File: config.mk
export PLATFORM = sky130hd
export DESIGN_NAME = dma_seq_ctrl
export DESIGN_NICKNAME = d
export VERILOG_FILES = /design/src/rtl/dmactl_pkg.sv /design/src/rtl/dmactl_evt_sel.sv /design/src/rtl/dmactl_state_lut.sv /design/src/rtl/dma_seq_ctrl.sv
export SDC_FILE = /design/constraint.sdc
export NUM_CORES = 1
export LEC_CHECK = 0
export BUFFER_PORTS_ARGS = -buffer_cell sky130_fd_sc_hd__buf_2
export CELL_PAD_IN_SITES_DETAIL_PLACEMENT = 1
export CELL_PAD_IN_SITES_GLOBAL_PLACEMENT = 1
export CORE_UTILIZATION = 39
export DETAILED_ROUTE_END_ITERATION = 12
export PLACE_DENSITY_LB_ADDON = 0.1
export SYNTH_ARGS = -nofsm -noshare
export SYNTH_HDL_FRONTEND = slang
export SYNTH_SLANG_ARGS = --single-unit
File: constraint.sdc
create_clock -name clk -period 2.4 [get_ports clk]
set_input_delay 0.24 -clock clk [delete_from_list [all_inputs] [get_ports clk]]
set_output_delay 0.24 -clock clk [all_outputs]
set_load 0.01 [all_outputs]
File: src/rtl/dmactl_pkg.sv
package dmactl_pkg;
    localparam int NUM_EVT = 11;
    localparam int EVT_W   = 4;
    localparam int NUM_ST  = 7;
    localparam int ST_W    = 3;
    localparam int CTRL_W  = 4;
    localparam int ENTRY_W = CTRL_W + 2;
    localparam int TABLE_W = NUM_ST * ENTRY_W;

    // entry layout: [3:0] control word, [4] force run flag set, [5] force clear
    localparam logic [TABLE_W-1:0] DEF_TABLE = {
        6'b01_0011,   // running
        6'b00_1101,   // halt wait
        6'b00_0100,   // hardware cleanup wait
        6'b00_0100,   // software cleanup wait
        6'b00_0100,   // idle
        6'b00_0100,   // start-up wait
        6'b10_0000    // down
    };

    typedef enum logic [ST_W-1:0] {
        ST_OFF    = 3'd0,
        ST_BRINGUP= 3'd1,
        ST_IDLE   = 3'd2,
        ST_SWCLN  = 3'd3,
        ST_HWCLN  = 3'd4,
        ST_HALTW  = 3'd5,
        ST_RUN    = 3'd6
    } st_e;

    typedef enum logic [EVT_W-1:0] {
        EV_DOWN   = 4'd0,
        EV_START  = 4'd1,
        EV_HWUP   = 4'd2,
        EV_RUN    = 4'd3,
        EV_SWDONE = 4'd4,
        EV_HWDONE = 4'd5,
        EV_HALTED = 4'd6,
        EV_IDLE   = 4'd7,
        EV_ERRA   = 4'd8,
        EV_ERRB   = 4'd9,
        EV_TICK   = 4'd10,
        EV_NONE   = 4'd15
    } ev_e;

    typedef struct packed {
        st_e               state;
        st_e               prev;
        logic              run;
        logic [CTRL_W-1:0] ctrl;
        ev_e               last;
        logic              cleanup;
        logic              hwstart;
        logic              hwclean;
        logic              teardown;
    } seq_t;
endpackage

File: src/rtl/dmactl_evt_sel.sv
module dmactl_evt_sel
    import dmactl_pkg::*;
#(
    parameter int N = NUM_EVT
) (
    input  logic [N-1:0] strobe_i,
    output ev_e          pick_o
);
    // lowest set bit wins
    always_comb begin
        pick_o = EV_NONE;
        for (int i = N - 1; i >= 0; i--) begin
            if (strobe_i[i]) pick_o = ev_e'(EVT_W'(i));
        end
    end
endmodule

File: src/rtl/dmactl_state_lut.sv
module dmactl_state_lut
    import dmactl_pkg::*;
#(
    parameter int                      NST   = NUM_ST,
    parameter int                      EW    = ENTRY_W,
    parameter logic [NST*EW-1:0]       TABLE = DEF_TABLE
) (
    input  st_e               st_i,
    output logic [CTRL_W-1:0] ctrl_o,
    output logic              set_o,
    output logic              clr_o
);
    logic [EW-1:0] entry [NST];
    logic [EW-1:0] sel;

    for (genvar g = 0; g < NST; g++) begin : g_entry
        assign entry[g] = TABLE[g*EW +: EW];
    end

    always_comb begin
        sel = '0;
        for (int k = 0; k < NST; k++) begin
            if (int'(st_i) == k) sel = entry[k];
        end
    end

    assign ctrl_o = sel[CTRL_W-1:0];
    assign set_o  = sel[CTRL_W];
    assign clr_o  = sel[CTRL_W+1];
endmodule

File: src/rtl/dma_seq_ctrl.sv
module dma_seq_ctrl
    import dmactl_pkg::*;
#(
    parameter logic [TABLE_W-1:0] ACT_TABLE = DEF_TABLE
) (
    input  logic               clk,
    input  logic               rst_n,
    input  logic [NUM_EVT-1:0] evt_i,
    output logic [ST_W-1:0]    state_o,
    output logic [ST_W-1:0]    prev_state_o,
    output logic [CTRL_W-1:0]  ctrl_o,
    output logic               run_req_o,
    output logic [EVT_W-1:0]   last_evt_o,
    output logic               act_cleanup_o,
    output logic               act_hwstart_o,
    output logic               act_hwclean_o,
    output logic               act_teardown_o
);
    localparam logic [CTRL_W-1:0] RST_CTRL = ACT_TABLE[CTRL_W-1:0];

    seq_t              seq_d, seq_q;
    ev_e               pick;
    st_e               nxt;
    logic              moved;
    logic [CTRL_W-1:0] lut_ctrl;
    logic              lut_set, lut_clr;

    dmactl_evt_sel #(.N(NUM_EVT)) u_sel (
        .strobe_i (evt_i),
        .pick_o   (pick)
    );

    dmactl_state_lut #(.NST(NUM_ST), .EW(ENTRY_W), .TABLE(ACT_TABLE)) u_lut (
        .st_i   (nxt),
        .ctrl_o (lut_ctrl),
        .set_o  (lut_set),
        .clr_o  (lut_clr)
    );

    always_comb begin
        seq_d          = seq_q;
        seq_d.cleanup  = 1'b0;
        seq_d.hwstart  = 1'b0;
        seq_d.hwclean  = 1'b0;
        seq_d.teardown = 1'b0;
        nxt            = seq_q.state;
        moved          = 1'b0;
        if (pick != EV_NONE) seq_d.last = pick;

        case (seq_q.state)
            ST_OFF: begin
                case (pick)
                    EV_RUN:    begin seq_d.run = 1'b1; nxt = ST_BRINGUP; moved = 1'b1; end
                    EV_START:  begin nxt = ST_BRINGUP; moved = 1'b1; end
                    EV_SWDONE: seq_d.teardown = 1'b1;
                    default: ;
                endcase
            end
            ST_BRINGUP: begin
                case (pick)
                    EV_DOWN: begin nxt = ST_OFF; moved = 1'b1; seq_d.teardown = 1'b1; end
                    EV_HWUP: begin nxt = seq_q.run ? ST_RUN : ST_IDLE; moved = 1'b1; end
                    EV_RUN:  seq_d.run = 1'b1;
                    EV_IDLE: seq_d.run = 1'b0;
                    default: ;
                endcase
            end
            ST_IDLE: begin
                case (pick)
                    EV_DOWN: begin nxt = ST_OFF; moved = 1'b1; seq_d.teardown = 1'b1; end
                    EV_RUN:  begin nxt = ST_RUN; moved = 1'b1; seq_d.run = 1'b1; end
                    default: ;
                endcase
            end
            ST_SWCLN: begin
                case (pick)
                    EV_DOWN:   begin nxt = ST_OFF; moved = 1'b1; end
                    EV_RUN:    seq_d.run = 1'b1;
                    EV_IDLE:   seq_d.run = 1'b0;
                    EV_SWDONE: begin nxt = ST_BRINGUP; moved = 1'b1; seq_d.hwstart = 1'b1; end
                    default: ;
                endcase
            end
            ST_HWCLN: begin
                case (pick)
                    EV_DOWN:   begin nxt = ST_OFF; moved = 1'b1; seq_d.cleanup = 1'b1; end
                    EV_RUN:    seq_d.run = 1'b1;
                    EV_IDLE:   seq_d.run = 1'b0;
                    EV_HWDONE: begin nxt = ST_SWCLN; moved = 1'b1; seq_d.cleanup = 1'b1; end
                    default: ;
                endcase
            end
            ST_HALTW: begin
                case (pick)
                    EV_DOWN:   begin nxt = ST_OFF; moved = 1'b1; seq_d.cleanup = 1'b1; end
                    EV_RUN:    seq_d.run = 1'b1;
                    EV_IDLE:   seq_d.run = 1'b0;
                    EV_HALTED: begin nxt = ST_HWCLN; moved = 1'b1; seq_d.hwclean = 1'b1; end
                    default: ;
                endcase
            end
            ST_RUN: begin
                case (pick)
                    EV_DOWN:   begin nxt = ST_OFF; moved = 1'b1; seq_d.cleanup = 1'b1; end
                    EV_HALTED: begin nxt = ST_SWCLN; moved = 1'b1; seq_d.cleanup = 1'b1; end
                    EV_ERRA:   begin nxt = ST_SWCLN; moved = 1'b1; seq_d.cleanup = 1'b1; end
                    EV_ERRB:   begin nxt = ST_HALTW; moved = 1'b1; end
                    EV_IDLE:   begin nxt = ST_HALTW; moved = 1'b1; seq_d.run = 1'b0; end
                    default: ;
                endcase
            end
            default: begin
                nxt   = ST_OFF;
                moved = 1'b1;
            end
        endcase

        if (moved) begin
            seq_d.state = nxt;
            seq_d.prev  = seq_q.state;
            seq_d.ctrl  = lut_ctrl;
            if (lut_set)      seq_d.run = 1'b1;
            else if (lut_clr) seq_d.run = 1'b0;
        end
    end

    always_ff @(posedge clk or negedge rst_n) begin
        if (!rst_n) begin
            seq_q.state    <= ST_OFF;
            seq_q.prev     <= ST_OFF;
            seq_q.run      <= 1'b0;
            seq_q.ctrl     <= RST_CTRL;
            seq_q.last     <= EV_NONE;
            seq_q.cleanup  <= 1'b0;
            seq_q.hwstart  <= 1'b0;
            seq_q.hwclean  <= 1'b0;
            seq_q.teardown <= 1'b0;
        end else begin
            seq_q <= seq_d;
        end
    end

    assign state_o        = seq_q.state;
    assign prev_state_o   = seq_q.prev;
    assign ctrl_o         = seq_q.ctrl;
    assign run_req_o      = seq_q.run;
    assign last_evt_o     = seq_q.last;
    assign act_cleanup_o  = seq_q.cleanup;
    assign act_hwstart_o  = seq_q.hwstart;
    assign act_hwclean_o  = seq_q.hwclean;
    assign act_teardown_o = seq_q.teardown;

    // at most one action strobe at a time
    assert_one_action_R13: assert property (@(posedge clk) disable iff (!rst_n)
        $onehot0({act_cleanup_o, act_hwstart_o, act_hwclean_o, act_teardown_o}));

    // quiet input keeps the sequencer where it is
    assert_quiet_stable_R10: assert property (@(posedge clk) disable iff (!rst_n)
        (evt_i == '0) |=> ($stable(state_o) && $stable(run_req_o) && $stable(ctrl_o)));

    // start-up completion with a pending run request lands in running
    assert_pending_run_R4: assert property (@(posedge clk) disable iff (!rst_n)
        (seq_q.state == ST_BRINGUP && pick == EV_HWUP && seq_q.run) |=> (state_o == ST_RUN));

    // start-up completion without request lands in idle
    assert_no_run_idle_R4: assert property (@(posedge clk) disable iff (!rst_n)
        (seq_q.state == ST_BRINGUP && pick == EV_HWUP && !seq_q.run) |=> (state_o == ST_IDLE));

    // previous state follows every move
    assert_prev_tracks_R12: assert property (@(posedge clk) disable iff (!rst_n)
        (state_o != $past(state_o)) |-> (prev_state_o == $past(state_o)));

    // teardown only ever appears in the down state
    assert_teardown_down_R8: assert property (@(posedge clk) disable iff (!rst_n)
        act_teardown_o |-> (state_o == ST_OFF));

    // hardware cleanup strobe accompanies the hardware cleanup wait
    assert_hwclean_state_R7: assert property (@(posedge clk) disable iff (!rst_n)
        act_hwclean_o |-> (state_o == ST_HWCLN));

    // bring-up strobe accompanies start-up wait
    assert_hwstart_state_R7: assert property (@(posedge clk) disable iff (!rst_n)
        act_hwstart_o |-> (state_o == ST_BRINGUP));
endmodule

==> results of run 1 <==
## worst paths after layout
| path | startpoint | endpoint | slack, ps | cells past startpoint |
|---|---|---|---|---|
| worst max-delay path | state_o[2]$_DFFE_PN0N_ | prev_state_o[1]$_DFFE_PN0N_ | 240 | 7 |
| worst min-delay path | evt_i[10] | last_evt_o[2]$_DFFE_PN1P_ | 220 | 4 |
| worst max register to register | state_o[2]$_DFFE_PN0N_ | prev_state_o[1]$_DFFE_PN0N_ | 240 | 7 |
| worst min register to register | last_evt_o[2]$_DFFE_PN1P_ | last_evt_o[2]$_DFFE_PN1P_ | 490 | 2 |
| max in group asynchronous | rst_n | last_evt_o[2]$_DFFE_PN1P_ | 1670 | 2 |
| min in group asynchronous | rst_n | prev_state_o[0]$_DFFE_PN0N_ | 380 | 2 |
## critical path, delay by kind of cell (launching register included)
family,cells,cell delay [ps]
AOI/OAI and AO/OA,3,590
buffers and inverters,1,240
DFF,1,550
muxes,1,340
and+or+nand+nor,2,350
## power groups by stage
stage	logic, uW	registers (uW)	clock network, uW
after floorplan	406	486	0
after global placement	664	471	0
after detailed placement	676	477	0
after CTS	683	471	177
after global routing	751	480	184
final	681	472	170
## routing by layer
layer	track usage, %	up-vias
met3	2.559	10
met2	37.21	39
met1	36.64	680
li1	-	648
met4	11.04	0
met5	0	-
## kinds of logic (layout without fill, tap and decap cells)
logic type | Yosys count | in the layout | synth area share, %
simple gates | 60 | 60 | 25.98
compound gates | 51 | 51 | 27.19
buf+inv | 20 | 54 | 6.890
flops | 19 | 19 | 35.75
mux | 5 | 5 | 4.190
## sequential cells by signal (all words and copies together) (netlist names)
signal,flops
act_cleanup_o,1
act_hwclean_o,1
act_hwstart_o,1
act_teardown_o,1
ctrl_o,4
last_evt_o,4
prev_state_o,3
run_req_o,1
state_o,3
## final cells by class
cell class                      count  area [um2]  share of cell area, %
Clock buffer                        3       22.52                  1.407
Clock inverter                      1       5.005                 0.3127
Inverter                            9       33.78                  2.111
Multi-Input combinational cell    116       770.7                  48.16
Sequential cell                    19       480.5                  30.02
Tap cell                           44       55.05                  3.440
Timing Repair Buffer               41       232.7                  14.54
## metrics by stage
stage | hold WS, ps | util, % | instances
after floorplan | -55.59 | - | 155
after global placement | 189.9 | 49.56 | 228
after detailed placement | 202.7 | 49.56 | 228
after CTS | 213.3 | 50.75 | 233
after global routing | 267.3 | 50.75 | 233
final | 215.3 | 50.75 | 233
## cells in the final DEF (no fill, tap or decap), types with 2 or more instances in the layout
cell type,n
a211o_1,2
a21oi_1,11
a31oi_1,2
buf_2,31
buf_4,9
clkbuf_4,3
dfrtp_1,15
dfstp_2,4
inv_1,8
mux2_1,3
mux2_2,2
nand2_1,7
nand2b_1,3
nand3_1,2
nand4_1,3
nor2_1,14
nor2b_1,4
nor3_1,8
nor4_1,3
nor4b_1,2
o211ai_2,2
o21a_1,6
o21ai_0,8
o21bai_1,2
o31a_1,2
o31ai_1,4
or2_2,2
or3b_2,2
or4_4,2
==> flow_metrics.tcl, run 1 <==
set metrics [dict create \
    start_util_pct 42.62 \
    hold_violations 0 \
    pre_cts_ws_ps 18.95 \
    fp.dieArea_um2 3684 \
    fin_ws_ps 240.6 \
    finalMaxSlewViolations 0 \
    synth_fp_nets 168 \
    drtIter0Drc 95 \
    postPlaceCellArea_um2 1563 \
    p_int_uw 737.3 \
    fin_nets 203 \
    cts.clk_slew.worst_paths_ps 120 \
    synthCells 155 \
    hpwl_um 3158 \
    worstPathCellList "buf_4 -> nor2_1 -> o21a_1 -> a21oi_1 -> o311ai_1 -> nor2_2 -> mux2_1" \
    hp-class "input port to flop" \
    hold_buffers 1 \
    final_area_um2 1600 \
    ys_seq_area_share_pct 35.75 \
    vias_per_cell 5.910 \
    wl_met1_um 1909 \
    fp.dieW_um 60.70 \
    place_congestion 0.9803 \
    synth.top_cell.area_share_pct 27.93 \
    clock-skew-final_ps 6.065 \
    netlist_area_um2 1344 \
    routedWlPerCell_um 17.14 \
    arrival_ps 2370 \
    power_leakage_uw 0.0007230 \
    max_cap_violations 0 \
    final_antenna_net_count 0 \
    ctsRootBufferMaster "clkbuf_4" \
    syn_avg_cell_area_um2 8.670 \
    ys_types 50 \
    wl_met3_um 191 \
    grtUsageTotal_pct 24.94 \
    cts_buffers 3 \
    grt_pass1_vias 1324 \
    topRoutingLayerUsed "met4" \
    drc 0 \
    num_rows 20 \
    clkPwrFrac_pct 12.8 \
    postCtsSetupBuffers 0 \
    clock_path_buffers 2 \
    p_sw_share_pct 44.26 \
    crit_fanout 14 \
    rsz0062_at_grt "false" \
    setup_viol_count_final 0 \
    max_slew_margin_pct 65.52 \
    die_y_um 60.70 \
    overflow 0 \
    fill_cells 418 \
    dr.pass1.iters 4 \
    worst_pin_slew_ps 512.4 \
    critPathKind "flop to flop" \
    max_freq_mhz 463.1 \
    cts_resized 0 \
    p_per_area_nw_per_um2 826.6 \
    tns_ps 0 \
    final.min_clock_period_ps 2159 \
    drive_above_1_share_pct 33.86 \
    p_seq_share_pct 35.7 \
    synth_edf_count 0 \
    grt_antenna_before_repair 0 \
    htreeDepth 1 \
    num_antenna_cells 0 \
    critPathMaxStageDelay_ps 550 \
    io_pins 32 \
    yosys-top-cells-count "dfrtp_1, nor2_1, a21oi_1" \
    grt_max_degree 22 \
    async_flop_share_pct 100.0 \
    status "complete, no violations" \
    cts_tree "built" \
    worstSkewPairLatency_ps 310 \
    power_uw 1323 \
    core_um2 3153 \
    port_buffers 31 \
    synth.largest_area_cell "dfrtp_1" \
    ys_ff_latch 19 \
    yosysMostFrequentCell "dfrtp_1" \
    crit_slowest_cell "dfrtp_1" \
    worstPathRequired_ps 2610 \
    ys.flop_type "dfrtp_1" \
    numClockSinks 19 \
    combPwrFrac_pct 51.5 \
    yosys_warnings 0 \
    end_kind "flop" \
    start_kind "flop" \
    grt_pass1_wl_um 6589 \
    synth.area.top_cells "dfrtp_1, dfstp_2, a21oi_1" \
    power.switching_uw 585.5 \
    area_delta_synth_final_pct 19.09 \
    wl_met2_um 1801 \
    num_vias 1377 \
    wirelength_um 3993 \
    irDropWorstVdd_mv 0.4925 \
    min_period_over_period_pct 89.97 \
]
No activity file was read; power rests on OpenSTA's default activity.
==> run 2, diff against run 1 <==
CELL_PAD_IN_SITES_DETAIL_PLACEMENT = 2   (was 1)
CELL_PAD_IN_SITES_GLOBAL_PLACEMENT = 2   (was 1)
CORE_UTILIZATION = 31   (was 39)
==> run 2 against run 1 <==
  * Combinational power rose by 3.7%
  * Routed wire length rose by 21%
  * Largest cell class unchanged
  * Non-clock buffer count rose by 3
  * Critical path type unchanged
  * Critical path depth shrank 1
==> flow_metrics.tcl, run 2 (same netlist as run 1, synthesis figures left out) <==
set metrics [dict create \
    crit_fanout 13 \
    power_uw 1423 \
    fill_cells 480 \
    fin_nets 206 \
    p_per_area_nw_per_um2 863.0 \
    max_cap_violations 0 \
    io_pins 32 \
    min_period_over_period_pct 92.92 \
    num_antenna_cells 0 \
    hpwl_um 3801 \
    cts_tree "built" \
    drtIter0Drc 31 \
    vias_per_cell 5.566 \
    mostFrequentLayoutCell "buf_2" \
    fp.dieW_um 67.84 \
    cts_buffers 3 \
    postCtsSetupBuffers 0 \
    numClockSinks 19 \
    start_util_pct 32.88 \
    power_leakage_uw 0.0007451 \
    status "complete, no violations" \
    num_rows 23 \
    final.min_clock_period_ps 2230 \
    grt_max_degree 20 \
    rsz0062_at_grt "false" \
    max_freq_mhz 448.4 \
    clock-skew-final_ps 5.400 \
    port_buffers 31 \
    critPathMaxStageDelay_ps 600 \
    place_congestion 0.8582 \
    worstPathCellList "nand2b_1 -> a21oi_1 -> o21ai_0 -> o311ai_1 -> nor2_2 -> mux2_1" \
    cts.clk_slew.worst_paths_ps 80 \
    grtUsageTotal_pct 23.11 \
    crit_family "compound AO/OA/AOI/OAI gates" \
    max_slew_margin_pct 66.26 \
    die_y_um 67.84 \
    core_um2 4086 \
    routedWlPerCell_um 19.89 \
    clock_path_buffers 2 \
    area_delta_synth_final_pct 22.72 \
    dr.pass1.iters 4 \
    utilization_pct 40.36 \
    critPathKind "flop to flop" \
    htreeDepth 1 \
    grt_antenna_before_repair 0 \
    end_kind "flop" \
    final_antenna_net_count 0 \
    fp.dieArea_um2 4602 \
    rrSetupSlack_ps 170 \
    start_kind "flop" \
    setup_viol_count_final 0 \
    worstPathRequired_ps 2550 \
    worst_pin_slew_ps 501.4 \
    drive_above_1_share_pct 34.90 \
    wirelength_um 4813 \
    hp-class "input port to flop" \
    path_buf_inv 0 \
    arrival_ps 2380 \
    grt_pass1_wl_um 7562 \
    overflow 0 \
    finalMaxSlewViolations 0 \
    worstSkewPairLatency_ps 270 \
    drc 0 \
    hold_violations 0 \
    crit_slowest_cell "dfrtp_1" \
    ctsRootBufferMaster "clkbuf_8" \
    grt_pass1_vias 1444 \
    irDropWorstVdd_mv 0.3787 \
    final_cell_mix "buf_2, dfrtp_1, nor2_1, buf_4, a21oi_1" \
    num_vias 1347 \
]
[run 2: cell types whose count changed in the layout (fill, tap and decap cells not counted), sizes merged]
cell	delta
buf	+3
[run 2: through the flow]
| step | worst slack (ps) | hold slack (ps) | std cells | setup TNS, ps | area, um2 |
|---|---|---|---|---|---|
| 2_1_floorplan | 234.3 | -55.59 | 155 | 0 | 1344 |
| 3_3_place_gp | 88.76 | 217.0 | 237 | 0 | 1593 |
| 3_5_place_dp | -15.62 | 221.9 | 237 | -28.73 | 1593 |
| 4_1_cts | 156.8 | 240.4 | 242 | 0 | 1649 |
| 5_1_grt | 36.05 | 275.1 | 242 | 0 | 1649 |
| 6_report | 169.9 | 246.0 | 242 | 0 | 1649 |
[run 2: final timing paths]
kind,startpoint,cells after the start,end
setup / recovery,state_o[2]$_DFFE_PN0N_,6,prev_state_o[2]$_DFFE_PN0N_
hold / removal,evt_i[10],4,last_evt_o[2]$_DFFE_PN1P_
setup reg to reg,state_o[2]$_DFFE_PN0N_,6,prev_state_o[2]$_DFFE_PN0N_
hold reg to reg,last_evt_o[2]$_DFFE_PN1P_,2,last_evt_o[2]$_DFFE_PN1P_
max in group asynchronous,rst_n,2,last_evt_o[1]$_DFFE_PN1P_
min in group asynchronous,rst_n,2,act_teardown_o$_DFF_PN0_
[run 2: area by class of cell]
class	instances	area (um2)	share of cell area [%]
clock buffers	3	41.29	2.504
repair buffers	44	255.2	15.48
clock inverters	1	5.005	0.3035
inverters	9	33.78	2.049
well taps	50	62.56	3.794
flip-flops and latches	19	480.5	29.14
multi-input cells	116	770.7	46.74
[run 2: metal layers]
metal | GRT usage (%) | routed length, um
met1 | 27.50 | 2107
met2 | 42.33 | 2419
met4 | 6.250 | 53
met3 | 4.000 | 233
met5 | 0 | 0
[run 2: power by group]
group	internal [uW]	leakage, uW	switching, uW
Sequential	397	0.000240	85.8
Combinational	292	0.000479	414
Clock	116	0.0000255	118
[run 2: worst min-delay path: cells and delay by family]
family / cells / cell delay (ps)
AND/OR/NAND/NOR: 2 / 130
buffers and inverters: 1 / 80
AO/OA/AOI/OAI: 1 / 60
[run 2: repair_timing]
item                      4_1_cts  5_1_grt
resized for setup               0        0
hold buffers                    1        0
hold endpoints to repair       15        0
==> run 3, diff against run 2 <==
clock period = 2.48 ns   (was 2.4 ns; I/O delays follow)
==> run 3 against run 2 <==
  * Design area down 2.0%
  * Hold slack better by 30 ps
  * Global-route usage down 0.57 points
  * First-iteration DRC count grew 100%
  * Sequential power is 4.8% lower
  * Highest routed layer unchanged
==> flow_metrics.tcl, run 3 (same netlist as run 1, synthesis figures left out) <==
set metrics [dict create \
    status "complete, no violations" \
    worstHoldPathCells 4 \
    numClockSinks 19 \
    fp.dieArea_um2 4602 \
    ctsRootBufferMaster "clkbuf_8" \
    min_to "last_evt_o[2]$_DFFE_PN1P_" \
    core_um2 4086 \
    io_pins 32 \
    clock-skew-final_ps 4.846 \
    pre_cts_ws_ps 9.493 \
    dr.pass1.iters 4 \
    vias_per_cell 5.738 \
    cts_tree "built" \
    power_leakage_uw 0.0007159 \
    grtUsageTotal_pct 22.54 \
    fill_cells 469 \
    port_buffers 31 \
    worstSkewPairLatency_ps 260 \
    wirelength_um 4600 \
    max_cap_violations 0 \
    worstPathRequired_ps 2610 \
    arrival_ps 2350 \
    fin_nets 201 \
    postCtsSetupBuffers 0 \
    drc 0 \
    mostFrequentLayoutCell "buf_2" \
    r2r_cells 6 \
    r2r-end "prev_state_o[2]$_DFFE_PN0N_" \
    place_congestion 0.9190 \
    tns_ps 0 \
    area_delta_synth_final_pct 20.20 \
    final_cell_mix "buf_2, nor2_1, dfrtp_1, a21oi_1" \
    fin_ws_ps 260.5 \
    drtIter0Drc 62 \
    final.min_clock_period_ps 2220 \
    max_freq_mhz 450.5 \
    grt_antenna_before_repair 0 \
    max_slew_margin_pct 68.96 \
    critPathKind "input port to flop" \
    grt_max_degree 22 \
    hpwl_um 3654 \
    start_kind "input port" \
    final_antenna_net_count 0 \
    setup_viol_count_final 0 \
    start_util_pct 32.88 \
    num_antenna_cells 0 \
    hp-class "input port to flop" \
    crit_fanout 11 \
    p_per_area_nw_per_um2 832.2 \
    htreeDepth 1 \
    fp.dieW_um 67.84 \
    rrSetupSlack_ps 310 \
    finalMaxSlewViolations 0 \
    grt_pass1_vias 1423 \
    overflow 0 \
    irDropWorstVdd_mv 0.4462 \
    cts.clk_slew.worst_paths_ps 80 \
    final_cells 237 \
    worst_hold_startpoint "evt_i[10]" \
    die_y_um 67.84 \
    min_period_over_period_pct 89.50 \
    worst_pin_slew_ps 461.6 \
    num_vias 1360 \
    r2r-start "state_o[2]$_DFFE_PN0N_" \
    crit_start "evt_i[3]" \
    num_rows 23 \
    placed_cells 232 \
    routedWlPerCell_um 19.41 \
    clock_path_buffers 2 \
    end_kind "flop" \
    cts_buffers 3 \
    drive_above_1_share_pct 33.69 \
    rsz0062_at_grt "false" \
    hold_violations 0 \
    grt_pass1_wl_um 7507 \
]
run 3: changes by cell type in the layout (fill, tap and decap cells not counted), sizes merged:
cell,delta
buf,-5
clkinv,-1
clkinvlp,+1
run 3: metrics by stage:
stage	hold slack [ps]	power, uW	utilization, %	instance area, um2
3_5_place_dp	232.1	1132	38.06	1555
2_1_floorplan	-47.59	863.5	-	1344
4_1_cts	271.9	1368	39.50	1614
6_report	276.3	1344	39.53	1615
3_3_place_gp	216.4	1096	38.06	1555
5_1_grt	328.7	1437	39.53	1615
run 3: metal layers:
layer / share of wire (%) / routed length, um / GRT usage [%] / vias to the layer above
met5: 0 / 0 / 0 / -
li1: - / - / - / 638
met2: 51 / 2345 / 41.58 / 24
met3: 2.9 / 133 / 3.000 / 4
met1: 46 / 2097 / 28.31 / 694
met4: 0.52 / 24 / 3.125 / 0
run 3: area by class of cell:
class	instances	area [um2]	area share, %
Multi-Input combinational cell	116	770.7	47.71
Sequential cell	19	481.7	29.82
Timing Repair Buffer	39	217.7	13.48
Tap cell	50	62.56	3.873
Clock buffer	3	41.29	2.556
Inverter	9	33.78	2.091
Clock inverter	1	7.507	0.4648
run 3: critical path: stages:
cell	delay [ps]
buf_2	150
or4_4	640
or4_1	560
and3_4	220
nor4_2	390
o31ai_1	140
run 3: report_power, final:
group	internal, uW	total [uW]	switching [uW]
Combinational	256	660	405
Clock	113	224	110
Sequential	385	460	75.1
Total	754	1340	590
run 3: worst max path at each step:
| stage | to | slack [ps] | depth (start not counted) |
|---|---|---|---|
| 2_1_floorplan | ctrl_o[1]$_DFFE_PN0N_ | 310 | 8 |
| 3_3_place_gp | ctrl_o[1]$_DFFE_PN0N_ | 120 | 6 |
| 3_5_place_dp | ctrl_o[2]$_DFFE_PN0N_ | 9 | 6 |
| 4_1_cts | prev_state_o[2]$_DFFE_PN0N_ | 130 | 6 |
| 5_1_grt | prev_state_o[2]$_DFFE_PN0N_ | 170 | 6 |
| 6_report | ctrl_o[2]$_DFFE_PN0N_ | 260 | 6 |
run 3: what timing repair did:
item	CTS	global route
hold endpoints to repair	15	0
hold buffers	1	0
resized for setup	0	1
setup endpoints to repair	0	3
